### src/rtl/sat_pkg.sv
package sat_pkg;
  localparam int unsigned SAT_DEF_W = 32;

  typedef enum logic {
    OP_ADD = 1'b0,
    OP_SUB = 1'b1
  } addsub_e;
endpackage

### src/rtl/sat_doubler.sv
module sat_doubler #(
  parameter int unsigned W = sat_pkg::SAT_DEF_W
) (
  input  logic [W-1:0] val_i,
  input  logic         en_i,
  output logic [W-1:0] val_o,
  output logic         sat_o
);
  localparam logic [W-1:0] MAX_POS = {1'b0, {(W-1){1'b1}}};
  localparam logic [W-1:0] MIN_NEG = {1'b1, {(W-1){1'b0}}};

  logic [W-1:0] shl;
  logic         ovf;

  always_comb begin
    shl = {val_i[W-2:0], 1'b0};
    // doubling overflows when the top two bits disagree
    ovf = val_i[W-1] ^ val_i[W-2];
    sat_o = en_i & ovf;
    if (!en_i)      val_o = val_i;
    else if (!ovf)  val_o = shl;
    else            val_o = shl[W-1] ? MAX_POS : MIN_NEG;
  end
endmodule

### src/rtl/sat_addsub.sv
module sat_addsub #(
  parameter int unsigned W = sat_pkg::SAT_DEF_W
) (
  input  logic [W-1:0]     a_i,
  input  logic [W-1:0]     b_i,
  input  sat_pkg::addsub_e op_i,
  output logic [W-1:0]     res_o,
  output logic             sat_o
);
  import sat_pkg::*;

  localparam logic [W-1:0] MAX_POS = {1'b0, {(W-1){1'b1}}};
  localparam logic [W-1:0] MIN_NEG = {1'b1, {(W-1){1'b0}}};

  logic [W-1:0] rhs;
  logic [W-1:0] wrap;
  logic         ovf;

  always_comb begin
    rhs  = (op_i == OP_SUB) ? ~b_i : b_i;
    wrap = a_i + rhs + {{(W-1){1'b0}}, (op_i == OP_SUB)};
    if (op_i == OP_SUB)
      ovf = (a_i[W-1] ^ b_i[W-1]) & (a_i[W-1] ^ wrap[W-1]);
    else
      ovf = (a_i[W-1] ^ wrap[W-1]) & (b_i[W-1] ^ wrap[W-1]);
    sat_o = ovf;
    if (!ovf)             res_o = wrap;
    else if (wrap[W-1])   res_o = MAX_POS;
    else                  res_o = MIN_NEG;
  end
endmodule

### src/rtl/sat_qflag.sv
module sat_qflag (
  input  logic clk_i,
  input  logic rst_ni,
  input  logic set_i,
  input  logic clr_i,
  output logic q_o
);
  always_ff @(posedge clk_i or negedge rst_ni) begin
    if (!rst_ni)     q_o <= 1'b0;
    else if (set_i)  q_o <= 1'b1;   // set beats clear
    else if (clr_i)  q_o <= 1'b0;
  end
endmodule

### src/rtl/sat_alu.sv
module sat_alu #(
  parameter int unsigned W = sat_pkg::SAT_DEF_W
) (
  input  logic         clk_i,
  input  logic         rst_ni,
  input  logic         valid_i,
  input  logic [W-1:0] a_i,
  input  logic [W-1:0] b_i,
  input  logic         dbl_i,
  input  logic         sub_i,
  input  logic         q_clr_i,
  output logic [W-1:0] result_o,
  output logic         sat_o,
  output logic         q_o
);
  import sat_pkg::*;

  logic [W-1:0] b_eff;
  logic         dbl_sat;
  logic [W-1:0] res_d;
  logic         op_sat;
  logic         any_sat;
  addsub_e      op;

  assign op = sub_i ? OP_SUB : OP_ADD;

  sat_doubler #(.W(W)) u_dbl (
    .val_i (b_i),
    .en_i  (dbl_i),
    .val_o (b_eff),
    .sat_o (dbl_sat)
  );

  sat_addsub #(.W(W)) u_as (
    .a_i   (a_i),
    .b_i   (b_eff),
    .op_i  (op),
    .res_o (res_d),
    .sat_o (op_sat)
  );

  assign any_sat = valid_i & (dbl_sat | op_sat);

  always_ff @(posedge clk_i or negedge rst_ni) begin
    if (!rst_ni) begin
      result_o <= '0;
      sat_o    <= 1'b0;
    end else begin
      sat_o <= any_sat;
      if (valid_i) result_o <= res_d;
    end
  end

  sat_qflag u_q (
    .clk_i  (clk_i),
    .rst_ni (rst_ni),
    .set_i  (any_sat),
    .clr_i  (q_clr_i),
    .q_o    (q_o)
  );
endmodule

### config.mk
export PLATFORM = sky130hd
export DESIGN_NAME = sat_alu
export DESIGN_NICKNAME = d
export VERILOG_FILES = /design/src/rtl/sat_pkg.sv /design/src/rtl/sat_doubler.sv /design/src/rtl/sat_addsub.sv /design/src/rtl/sat_qflag.sv /design/src/rtl/sat_alu.sv
export SDC_FILE = /design/constraint.sdc
export NUM_CORES = 1
export LEC_CHECK = 0
export BUFFER_PORTS_ARGS = -buffer_cell sky130_fd_sc_hd__clkbuf_2
export CORE_MARGIN = 8
export CORE_UTILIZATION = 48
export DETAILED_ROUTE_END_ITERATION = 7
export PLACE_DENSITY = 0.74
export REMOVE_ABC_BUFFERS = 1
export SLEW_MARGIN = 5
export SYNTH_ARGS = -nofsm -noshare
export SYNTH_HDL_FRONTEND = slang
export SYNTH_SLANG_ARGS = --single-unit
### constraint.sdc
create_clock -name clk_i -period 0.8 [get_ports clk_i]
set_input_delay 0 -clock clk_i [delete_from_list [all_inputs] [get_ports clk_i]]
set_output_delay 0 -clock clk_i [all_outputs]
set_load 0.005 [all_outputs]
Word-level counts from Yosys, hierarchy flattened
Index checks and enable logic that the tools add are counted.
{"block": "word_totals", "register_bits": 34, "inputBits": 70, "out_inout_bits": 34, "word_cells": 26}
{"block": "classes", "addsub": 2, "n_mux": 10, "bitwise": 10, "reduce_logical": 1}
{"operator": "2-to-1 mux 32 bit", "n": 6}
{"operator": "adder 32 x 1 -> 32 bit", "n": 1}
{"operator": "adder 32 bit", "n": 1}
{"operator": "NOT 32 bit", "n": 1}
{"operator": "bitwise AND 1 bit", "n": 4}
{"operator": "2-to-1 mux 1 bit", "n": 4}
{"operator": "XOR 1 bit", "n": 4}
{"operator": "nonzero test 2 bit", "n": 1}
{"operator": "OR 1 bit", "n": 1}

Logic depth before layout (Yosys ltp)
{"block": "logic_depth", "ltp_word": 13, "mapped_depth": 21, "depth_no_buf": 15}

Modules after synthesis
A second synthesis with hierarchy kept.
{"block": "hier_totals", "hier_cells": 498, "area_unflattened_um2": 4436.8}
{"mod": "sat_addsub", "instances": 1, "cells_per_inst": 315, "area_per_inst_um2": 2299.7, "seq_area_each_um2": 0.0}
{"mod": "sat_alu", "instances": 1, "cells_per_inst": 70, "area_per_inst_um2": 1373.8, "seq_area_each_um2": 825.8}
{"mod": "sat_doubler", "instances": 1, "cells_per_inst": 110, "area_per_inst_um2": 726.9, "seq_area_each_um2": 0.0}
{"mod": "sat_qflag", "instances": 1, "cells_per_inst": 3, "area_per_inst_um2": 36.3, "seq_area_each_um2": 25.0}

Least setup slack after synthesis
OpenSTA, ideal clock, no wires.
{"block": "synth_timing", "path_type": "in2reg", "from": "input b_i[31]", "to": "register result_o[10]", "setup_time_ns": 0.137, "arrival_time_ns": 3.603, "required_ns": 0.663, "slack_ns": -2.940, "stages": 21, "n_path_buf": 6, "path_cell_list": "inv_1 ha_1 clkbuf_1 nor2b_1 clkbuf_1 buf_1 a21oi_1 a21oi_1 xor2_1 ha_1 buf_2 a21o_1 a21oi_1 o21ai_1 or3_1 a31o_1 or3_1 buf_2 buf_6 a21oi_2 a21oi_1"}
{"block": "synth_between", "elab_chain_cells": 11, "elab_cells_between_ends": 15, "classes_between": "add/sub: 2; mux: 6; bitwise: 7"}
{"element": "from (decl)", "line_no": "sat_alu.sv:8", "source": "input logic [W-1:0] b_i,"}
{"element": "XOR 1 bit", "line_no": "sat_doubler.sv:18", "source": "ovf = val_i[W-1] ^ val_i[W-2];"}
{"element": "2-to-1 mux 32 bit", "line_no": "sat_doubler.sv:21", "source": "else if (!ovf) val_o = shl;"}
{"element": "2-to-1 mux 32 bit *", "line_no": "sat_doubler.sv:20", "source": "if (!en_i) val_o = val_i;"}
{"element": "NOT 32 bit", "line_no": "sat_addsub.sv:20", "source": "rhs = (op_i == OP_SUB) ? ~b_i : b_i;"}
{"element": "2-to-1 mux 32 bit", "line_no": "sat_addsub.sv:20"}
{"element": "adder 32 bit", "line_no": "sat_addsub.sv:21", "source": "wrap = a_i + rhs + {{(W-1){1'b0}}, (op_i == OP_SUB)};"}
{"element": "adder 32 x 1 -> 32 bit", "line_no": "sat_addsub.sv:21"}
{"element": "XOR 1 bit, on equally long branches", "line_no": "sat_addsub.sv:23, sat_addsub.sv:25"}
{"element": "bitwise AND 1 bit, on equally long branches", "line_no": "sat_addsub.sv:25, sat_addsub.sv:23"}
{"element": "2-to-1 mux 1 bit", "line_no": "sat_addsub.sv:22", "source": "if (op_i == OP_SUB)"}
{"element": "2-to-1 mux 32 bit *", "line_no": "sat_addsub.sv:27", "source": "if (!ovf) res_o = wrap;"}
{"element": "to (signal assigned)", "line_no": "sat_alu.sv:50", "source": "if (valid_i) result_o <= res_d;"}
{"element": "to (decl)", "line_no": "sat_alu.sv:12", "source": "output logic [W-1:0] result_o,"}
Every way passes the cells marked *; elsewhere a longest branch is shown, timed or not.
A chain may end at the register's enable or synchronous reset.

Final worst setup path
{"block": "layout_timing", "from": "input b_i[31]", "to": "register result_o[30]"}
Same word-level chain as after synthesis.

==> results.md <==
* F_max at slightly below 300 MHz
* Initial DRC count at 438
* Final min period at 3356 ps
* Leakage power at 0.003168 µW
* Actual slew at the worst max-slew pin at 452.5 ps
* Seq/Total Area, Yosys at 21.48%
* Vias in the first global route at 4,726
* Top sig layer: met4
* Final Hold Fails at 0
* Post-Route M1 WL at approximately 6.5 mm
* DRC viols at 0
* CTS max path bufs at 2
* Cells after DPL at 821
* Syn Std Cell Area at 0.003961 mm²
* Worst EP required at roughly 950 ps
* Clk pin slew, worst setup/hold paths at 70 ps
* Crit-path max cell delay at 390 ps
* Setup Viol. Count Final at between 40 and 50
* H-tree depth at 2
* Reg area at 850.8 µm²
* WS Path Type: input port to flip-flop
* Final #Nets at 872
* Gpl congestion at 0.8845
* Routed wire per std cell at 19.23 µm
* Syn Area/Cell at between 7 and 8 µm²
* Worst EP arrival at 3510 ps
* Final WS setup at -2556 ps
* Power Density at between 2000 and 2500 mW/mm²
* Maximum capacitance violations at 0
* Kind of cell adding the most delay to the critical path: compound AO/OA/AOI/OAI gates
* Row cnt at 33
* Area growth, synth to finish at 67.56%
* Grt ovf at 0
* Status: finished with violations
* Hpwl dp at 10.08 mm
* Fill cell count at around 480
* Initial antenna violation count at 0
* Full die area at 0.01142 mm²
* Critical Path Slowest Stage Cell: nor3_1
* DR WL met3 at 1.256 mm
* Starting Density at 48.95%
* Syn. warnings at 0
* Design Area, Final at 0.006638 mm²
* Relative slew slack at 69.73%
* Top FF cell, synth: dfrtp_1
* CTS tree: built
* Async set-reset flop share out of synthesis at 100.0%
* CP max FO at 6
* CTS Buf Count at 5
* Hold Crit Class: input port to flip-flop
* Clock tree root buffer cell: clkbuf_8
* Port bufs at around 100
* Die Y-Extent at 106.8 µm
* Fraction of layout cells with a size suffix above 1 at 50.78%
* Peak supply drop at 0.9839 mV
* Post-Layout Cell Count at 873
* Tcrit/Tclk final at 419.6%
* Met2 WL at 8.122 mm
* Total Wirelength at 16.79 mm
* Antenna-violating nets left at 0
* Worst-path cell chain: buf_6 -> inv_4 -> ha_4 -> nor2b_4 -> buf_12 -> buf_12 -> buf_8 -> buf_4 -> a21oi_2 -> a21oi_2 -> xor2_1 -> ha_1 -> buf_4 -> and3_1 -> a31oi_1 -> nor3_1 -> a211oi_2 -> o21a_1 -> o311ai_2 -> xnor2_1 -> o221ai_1
* Number of detailed-route iterations in the first pass at 5
* Critical path buffers and inverters at 7
* Die Wd at 106.8 µm
* GRT Total Usage at 22.70%
* Vias per inst at 5.994
* Pin count of the biggest net entering global routing at 35
* Critical path endpoint category: flip-flop
* Post-synth EDFFs at 0
* Max-slew violation count at 0
* Skew final at 0 ps
* Num ports at 104
* Failing checks: setup timing
* DP Area at between 0.005 and 0.006 mm²
* Worst setup SP type: input port
* Clk sinks at 34
* Core box area at 0.008093 mm²
* Post-synthesis cell count at 517
* Clk Latency, worst-skew pair at 280 ps
* First-pass GRT wire length at around 22 mm
* Post-synth cell types at 58
* Setup TNS at -83,520 ps
* RSZ-0062 raised after global routing: true
* Vias at 5,233
* Area of the multi-input gates at ~0.0034 mm²
* Diode count at 0
* Synth Register Bits at 34
-- worst paths after layout --
check,startpoint,to,slack [ps],cells past startpoint
worst max-delay path,b_i[31],result_o[30],-2560,21
worst min-delay path,valid_i,result_o[16],170,3
worst max register to register,result_o[12],result_o[12],-100,3
worst min register to register,result_o[24],result_o[24],520,2
max in group asynchronous,rst_ni,result_o[25],420,3
min in group asynchronous,rst_ni,result_o[2],200,3
-- final cells by class --
type	instances	share of cell area [%]
clock buffers	6	1.244
inverters	12	0.7163
multi-input cells	437	51.86
flip-flops and latches	34	12.82
well taps	105	1.979
repair buffers	279	31.39
-- report_power, final --
part	total, µW	switching (µW)	internal (µW)
Clock	1280	619	664
Sequential	2650	363	2280
Combinational	9550	4790	4760
Total	13500	5770	7710
-- synthesized netlist by cell type (4+ instances only) --
cell	n	area (µm²)
a21oi_1	116	580.6
nor2_1	64	240.2
xor2_1	37	324.1
dfrtp_1	34	850.8
ha_1	32	400.4
nand2_1	25	93.84
clkbuf_1	23	86.33
xnor2_1	21	183.9
a21o_1	16	120.1
inv_1	12	45.04
a21oi_2	11	96.34
o21ai_0	11	55.05
nor3_1	7	35.03
and3_1	6	37.54
mux2i_1	6	60.06
nand3_1	6	30.03
o21a_1	6	45.04
o211ai_1	5	37.54
o31ai_1	5	37.54
buf_2	4	20.02
nand4_1	4	25.02
o21bai_1	4	30.03
o221ai_1	4	35.03
-- through the flow --
step	util [%]	setup WS (ps)	total power (µW)	hold slack (ps)
finish	82.02	-2556	13480	174.5
global route	82.02	-2669	14180	209.1
global placement	68.00	-2783	9331	-28.50
CTS	75.42	-2300	11710	145.9
floorplan	-	-3812	6322	-295.6
detailed placement	68.00	-2884	9562	-26.34
-- per-layer routing --
| layer | up-vias | track usage (%) |
|---|---|---|
| met3 | 97 | 3.059 |
| met1 | 2448 | 28.46 |
| li1 | 2370 | - |
| met5 | - | 0 |
| met2 | 318 | 38.45 |
| met4 | 0 | 9.045 |
-- worst min-delay path, cell delays in order --
cell	delay, ps
clkbuf_2	200
nor2_1	170
a21oi_2	40
-- placed cells by master (no fill, tap or decap), types with 4 or more instances in the layout --
cell type / synthesis / routed
a21o_1: 16 / 16
a21oi_1: 116 / 69
a21oi_2: 11 / 48
a21oi_4: 0 / 10
and3_1: 6 / 4
buf_12: 0 / 8
buf_4: 1 / 150
buf_6: 3 / 11
clkbuf_2: 0 / 101
clkbuf_8: 0 / 6
dfrtp_1: 34 / 34
ha_1: 32 / 30
inv_1: 12 / 11
mux2i_1: 6 / 5
nand2_1: 25 / 20
nand4_1: 4 / 4
nor2_1: 64 / 64
nor3_1: 7 / 5
o211ai_1: 5 / 5
o21a_1: 6 / 5
o21ai_0: 11 / 6
o21ai_1: 1 / 5
o21bai_1: 4 / 4
o221ai_1: 4 / 4
xnor2_1: 21 / 19
xor2_1: 37 / 36
-- state kept, by name, summed over array words and instances (netlist names) --
register	flops
result_o	32
sat_o	1
u_q.q_o	1
-- kinds of logic after synthesis --
family / count (synthesis) / share of synthesized area, %
mux: 9 / 2.653
flops: 34 / 21.48
compound gates: 204 / 31.96
fa+ha+maj: 34 / 10.87
xor+xnor: 58 / 12.82
buf+inv: 46 / 5.148
simple gates: 132 / 15.07
-- timing repair --
item | CTS | global route
resized for setup | 71 | 69
hold buffers | 2 | 0
pin swaps | 48 | 68
setup endpoints to repair | 38 | 62
cloned | 2 | 3
endpoints found under the hold margin | 35 | 0
buffers inserted | 20 | 21
No activity file was read; power rests on OpenSTA's default activity.
